<file path="src/rtl/brr_pkg.sv">
package brr_pkg;

  localparam int NSLOT = 3;

  typedef enum logic [1:0] {
    SLOT_RAM  = 2'd0,
    SLOT_IO   = 2'd1,
    SLOT_BOOT = 2'd2,
    SLOT_NONE = 2'd3
  } slot_e;

  localparam logic [1:0] TR_IDLE   = 2'b00;
  localparam logic [1:0] TR_BUSY   = 2'b01;
  localparam logic [1:0] TR_NONSEQ = 2'b10;
  localparam logic [1:0] TR_SEQ    = 2'b11;

  function automatic logic in_window(input logic [31:0] a,
                                     input logic [31:0] base,
                                     input logic [32:0] bytes);
    logic [32:0] lo;
    lo = {1'b0, base};
    return ({1'b0, a} >= lo) && ({1'b0, a} < (lo + bytes));
  endfunction

endpackage

</file>
<file path="src/rtl/brr_decode.sv">
module brr_decode
  import brr_pkg::*;
#(
  parameter int unsigned RAM_BYTES  = 32768,
  parameter logic [31:0] IO_BASE    = 32'h1F80_0000,
  parameter int unsigned IO_BYTES   = 20,
  parameter logic [31:0] BOOT_BASE  = 32'h1FC0_0000,
  parameter int unsigned BOOT_BYTES = 4096
) (
  input  logic [31:0]      haddr,
  output logic [NSLOT-1:0] hit,
  output slot_e            slot
);

  localparam logic [31:0] BASES [NSLOT] = '{32'h0000_0000, IO_BASE, BOOT_BASE};
  localparam logic [32:0] SIZES [NSLOT] = '{33'(RAM_BYTES), 33'(IO_BYTES), 33'(BOOT_BYTES)};

  initial begin
    a_r2_ram_size_legal: assert (RAM_BYTES >= 32768 && RAM_BYTES <= 262144 &&
                                 (RAM_BYTES & (RAM_BYTES - 1)) == 0)
      else $error("RAM_BYTES must be a power of two in 32K..256K");
    a_r5_windows_disjoint: assert (33'(RAM_BYTES) <= {1'b0, IO_BASE} &&
                                   {1'b0, IO_BASE} + 33'(IO_BYTES) <= {1'b0, BOOT_BASE})
      else $error("address windows overlap");
  end

  for (genvar g = 0; g < NSLOT; g++) begin : g_win
    assign hit[g] = in_window(haddr, BASES[g], SIZES[g]);
  end

  always_comb begin
    slot = SLOT_NONE;
    for (int i = NSLOT - 1; i >= 0; i--) begin
      if (hit[i]) slot = slot_e'(2'(i));
    end
  end

endmodule

</file>
<file path="src/rtl/brr_default_resp.sv">
module brr_default_resp (
  input  logic clk,
  input  logic rst,
  input  logic hready,
  input  logic take_err,
  output logic dflt_ready,
  output logic dflt_resp
);

  logic err_first, err_second;

  always_ff @(posedge clk) begin
    if (rst) begin
      err_first  <= 1'b0;
      err_second <= 1'b0;
    end else begin
      err_first  <= hready && take_err;
      err_second <= err_first;
    end
  end

  assign dflt_ready = !err_first;
  assign dflt_resp  = err_first || err_second;

  a_r9_second_cycle: assert property (@(posedge clk) disable iff (rst)
    err_first |=> (dflt_ready && dflt_resp));

endmodule

</file>
<file path="src/rtl/brr_resp_mux.sv">
module brr_resp_mux
  import brr_pkg::*;
(
  input  logic        clk,
  input  logic        rst,
  input  logic        active,
  input  slot_e       slot_d,
  input  logic [31:0] s_rdata [NSLOT],
  input  logic        s_ready [NSLOT],
  input  logic        s_resp  [NSLOT],
  input  logic        dflt_ready,
  input  logic        dflt_resp,
  output logic [31:0] hrdata,
  output logic        hready,
  output logic        hresp
);

  slot_e slot_q;

  always_ff @(posedge clk) begin
    if (rst)         slot_q <= SLOT_NONE;
    else if (hready) slot_q <= active ? slot_d : SLOT_NONE;
  end

  always_comb begin
    hrdata = 32'h0;
    hready = dflt_ready;
    hresp  = dflt_resp;
    if (slot_q != SLOT_NONE) begin
      hrdata = s_rdata[slot_q];
      hready = s_ready[slot_q];
      hresp  = s_resp[slot_q];
    end
  end

  a_r7_hold_in_wait: assert property (@(posedge clk) disable iff (rst)
    !hready |=> $stable(slot_q));

endmodule

</file>
<file path="src/rtl/bus_region_router.sv">
module bus_region_router
  import brr_pkg::*;
#(
  parameter int unsigned RAM_BYTES  = 32768,
  parameter logic [31:0] IO_BASE    = 32'h1F80_0000,
  parameter int unsigned IO_BYTES   = 20,
  parameter logic [31:0] BOOT_BASE  = 32'h1FC0_0000,
  parameter int unsigned BOOT_BYTES = 4096
) (
  input  logic        clk,
  input  logic        rst,
  input  logic [31:0] haddr,
  input  logic [1:0]  htrans,
  input  logic [31:0] ram_hrdata,
  input  logic        ram_hreadyout,
  input  logic        ram_hresp,
  input  logic [31:0] io_hrdata,
  input  logic        io_hreadyout,
  input  logic        io_hresp,
  input  logic [31:0] boot_hrdata,
  input  logic        boot_hreadyout,
  input  logic        boot_hresp,
  output logic        hsel_ram,
  output logic        hsel_io,
  output logic        hsel_boot,
  output logic [31:0] hrdata,
  output logic        hready,
  output logic        hresp
);

  logic [NSLOT-1:0] hit;
  slot_e            slot_d;
  logic             active;
  logic             dflt_ready, dflt_resp;
  logic [31:0]      s_rdata [NSLOT];
  logic             s_ready [NSLOT];
  logic             s_resp  [NSLOT];

  assign active = (htrans == TR_NONSEQ) || (htrans == TR_SEQ);

  brr_decode #(
    .RAM_BYTES(RAM_BYTES), .IO_BASE(IO_BASE), .IO_BYTES(IO_BYTES),
    .BOOT_BASE(BOOT_BASE), .BOOT_BYTES(BOOT_BYTES)
  ) u_dec (
    .haddr(haddr), .hit(hit), .slot(slot_d)
  );

  assign hsel_ram  = hit[SLOT_RAM];
  assign hsel_io   = hit[SLOT_IO];
  assign hsel_boot = hit[SLOT_BOOT];

  assign s_rdata = '{ram_hrdata, io_hrdata, boot_hrdata};
  assign s_ready = '{ram_hreadyout, io_hreadyout, boot_hreadyout};
  assign s_resp  = '{ram_hresp, io_hresp, boot_hresp};

  brr_default_resp u_dflt (
    .clk(clk), .rst(rst), .hready(hready),
    .take_err(active && (slot_d == SLOT_NONE)),
    .dflt_ready(dflt_ready), .dflt_resp(dflt_resp)
  );

  brr_resp_mux u_mux (
    .clk(clk), .rst(rst), .active(active), .slot_d(slot_d),
    .s_rdata(s_rdata), .s_ready(s_ready), .s_resp(s_resp),
    .dflt_ready(dflt_ready), .dflt_resp(dflt_resp),
    .hrdata(hrdata), .hready(hready), .hresp(hresp)
  );

  a_r1_reset_okay: assert property (@(posedge clk)
    rst |=> (hready && !hresp && hrdata == 32'h0));

  a_r5_one_select: assert property (@(posedge clk) disable iff (rst)
    $onehot0({hsel_ram, hsel_io, hsel_boot}));

  a_r8_idle_zero_wait: assert property (@(posedge clk) disable iff (rst)
    (hready && !active) |=> (hready && !hresp));

  a_r9_first_cycle: assert property (@(posedge clk) disable iff (rst)
    (hready && active && !hsel_ram && !hsel_io && !hsel_boot) |=> (!hready && hresp));

  a_r6_ram_forward: assert property (@(posedge clk) disable iff (rst)
    (hready && active && hsel_ram) |=> (hrdata == ram_hrdata && hready == ram_hreadyout));

endmodule

</file>
<file path="config.mk">
export PLATFORM = sky130hd
export DESIGN_NAME = bus_region_router
export DESIGN_NICKNAME = d
export VERILOG_FILES = /design/src/rtl/brr_pkg.sv /design/src/rtl/brr_decode.sv /design/src/rtl/brr_default_resp.sv /design/src/rtl/brr_resp_mux.sv /design/src/rtl/bus_region_router.sv
export SDC_FILE = /design/constraint.sdc
export NUM_CORES = 1
export LEC_CHECK = 0
export CORE_UTILIZATION = 21
export CTS_CLUSTER_SIZE = 30
export DETAILED_ROUTE_END_ITERATION = 10
export MAX_ROUTING_LAYER = met4
export PLACE_DENSITY = 0.92
export SYNTH_ARGS = -nofsm -noshare
export SYNTH_HDL_FRONTEND = slang
export SYNTH_SLANG_ARGS = --single-unit
</file>
<file path="constraint.sdc">
create_clock -name clk -period 2.3 [get_ports clk]
set_input_delay 0.46 -clock clk [delete_from_list [all_inputs] [get_ports clk]]
set_output_delay 0.46 -clock clk [all_outputs]
set_load 0.1 [all_outputs]
</file>
==> summary.md <==
| Metric | Value |
|---|---|
| Outcome | complete, but fails checks |
| Failing checks | DRC, setup timing |
| Slew @ Worst Pin | 0.3627 ns |
| Total track usage | 24.30% |
| Power Density | 200.8 nW/um2 |
| Slew margin rel. | 75.64% |
| Chip Width | 71.26 um |
| Max-Cap Viols | 0 |
| Yosys top cell area share | 32.80% |
| Layout area overhead | 245.6% |
| Row count | 24 |
| Vias in the first global route | 1954 |
| Antenna violations before repair | 0 |
| Wire per inst | 16.12 um |
| CP required | 1.84 ns |
| Full die area | 5077 um2 |
| Critical Path AT | 1.99 ns |
| Top cells by area, synth | mux2i_1, o21ai_0, nand2_1 |
| Detailed-route via count | 1875 |
| Final antenna-violating net count | 0 |
| Hold Slack | 0.4392 ns |
| Fill cells | 289 |
| Diodes inserted | 0 |
| Most frequent cells in the layout | clkdlybuf4s50_1, buf_12, nand2_1 |
| Design Area, Final | 3481 um2 |
| Cell area after synthesis | 1007 um2 |
| Cts hold-fix bufs | 0 |
| Final setup violation count | 4 |
| Mean Syn Cell Area | 6.806 um2 |
| Final GP Congestion | 0.7831 |
| Buffers on Ports | 171 |
| Initial core utilization | 22.51% |
| Commonest non-fill, non-tap cell in the layout | clkdlybuf4s50_1 |
| Worst Hold Class | reg -> reg |
| Final Cycle Share | 106.6% |
| Placed cell area | 3333 um2 |
| Crit path kind | in -> out |
| Clk sinks | 4 |
| RSZ-0062 raised after global routing | true |
| Max Slew Vio Count | 0 |
| I/O Pins | 175 |
| Clk_lat worst skew | 0.22 ns |
| Area of the core | 4474 um2 |
| Die H | 71.26 um |
| Setup TNS | -0.2871 ns |
| Clock Skew | 0.00007913 ns |
| CP Capture Type | output pin |
| Residual DRC count | 9 |
| Inserted Clock Buffers | 3 |
| Dominant cell type by area after synthesis | mux2i_1 |
| Post-synthesis register bit count | 4 |
| Multi-input logic area | 1035 um2 |
| Min setup slack post-route | -0.1511 ns |
| Sequential fraction of the synthesis area | 7.950% |
| Largest net degree at the start of global routing | 33 |
| H-Tree Depth | 1 |
| Fin util | 77.80% |
| Ys flop type | dfxtp_1 |
| F_max | 0.4080 GHz |
| Peak VDD IR | 0.1603 mV |
| Drt pass-1 iters | 7 |
| YS warnings | 0 |
| Dpl ws | -0.4195 ns |
| Leakage power | 1.545 nW |
| Layout cells sized above 1 | 35.17% |
| HPWL Detailed | 4.958 mm |
| Final net count | 467 |
| Yosys cell types | 26 |
| Number of vias per cell | 4.947 |
| Ys async rst share | 0% |
| Crit path time final | 2.451 ns |
| Congestion Overflow GR | 0 |
| Max clock buf depth | 2 |
| Critical Path Source Type | input port |
| CTS tree | done |
| Syn_nets | 286 |
| Final Hold Viols | 0 |
| Final WL | 6.109 mm |
| Initial DRC count | 65 |
| Crit path max fanout | 4 |
| First-pass GRT wire length | 9.390 mm |
| Reg area | 82.58 um2 |
| Root buf cell | clkbuf_8 |
| Worst-path clk slew | 0.03 ns |
| EDFF count, synth | 0 |
| Synthesized instance count | 148 |
==> cells in the mapped netlist (2+ instances only) <==
cell type,instances
nor2b_1,2
or4_1,2
nand2_1,35
o21ai_0,34
dfxtp_1,4
mux4_2,2
nor4_1,3
inv_1,4
clkbuf_1,8
nor2_1,3
mux2i_1,33
buf_2,4
==> worst paths after layout <==
path / cells past startpoint / end / slack, ns / start
max: 6 / hsel_io / -0.15 / haddr[29]
min: 2 / u_dflt.err_second / 0.44 / u_dflt.err_first
max reg2reg: 3 / u_mux.slot_q[1] / 0.73 / u_mux.slot_q[0]
min reg2reg: 2 / u_dflt.err_second / 0.44 / u_dflt.err_first
==> area by class of cell <==
type,count,area share (%)
Clock buffer,3,1.186
Timing Repair Buffer,188,64.20
Sequential cell,4,2.372
Tap cell,52,1.869
Inverter,4,0.6470
Multi-Input combinational cell,128,29.73
==> through the flow <==
stage	power, mW	std cells
floorplan	0.2410	148
global placement	0.5388	369
detailed placement	0.5487	369
CTS	0.6982	379
global route	0.7277	379
finish	0.6988	379
==> registers in the layout, summed over array words and instances, names as in the netlist <==
name	flops
u_mux.slot_q	2
u_dflt.err_second	1
u_dflt.err_first	1
==> cells by family after synthesis <==
logic type	Yosys count	share of synthesized area [%]
compound gates	37	20.00
buf+inv	16	6.459
flops	4	7.951
mux	35	37.27
simple gates	56	28.32
==> power breakdown <==
group / switching, mW / internal [mW] / leakage [nW]
registers: 0.00245 / 0.0723 / 0.0318
logic: 0.191 / 0.282 / 1.49
clock network: 0.0390 / 0.112 / 0.0216
total: 0.233 / 0.466 / 1.55
==> routing by layer <==
metal,GRT usage (%),vias up,part of all wire [%],wire length (um)
met5,-,-,0,0
li1,-,901,-,-
met4,5.778,0,0.80,49
met2,47.62,101,58,3513
met3,4.641,4,7.4,454
met1,24.55,869,34,2091
==> timing repair <==
action                     4_1_cts  5_1_grt
pin swaps                        7        7
buffers inserted                 7        2
setup endpoints to repair        4        5
gates resized for setup         37       14
==> critical path, stage by stage <==
cell        delay [ns]
buf_6             0.09
or4_4             0.53
nor4_4            0.33
nand4_1           0.24
clkinvlp_4        0.15
buf_12            0.17
Note: power is estimated with default switching activity, not from simulation.
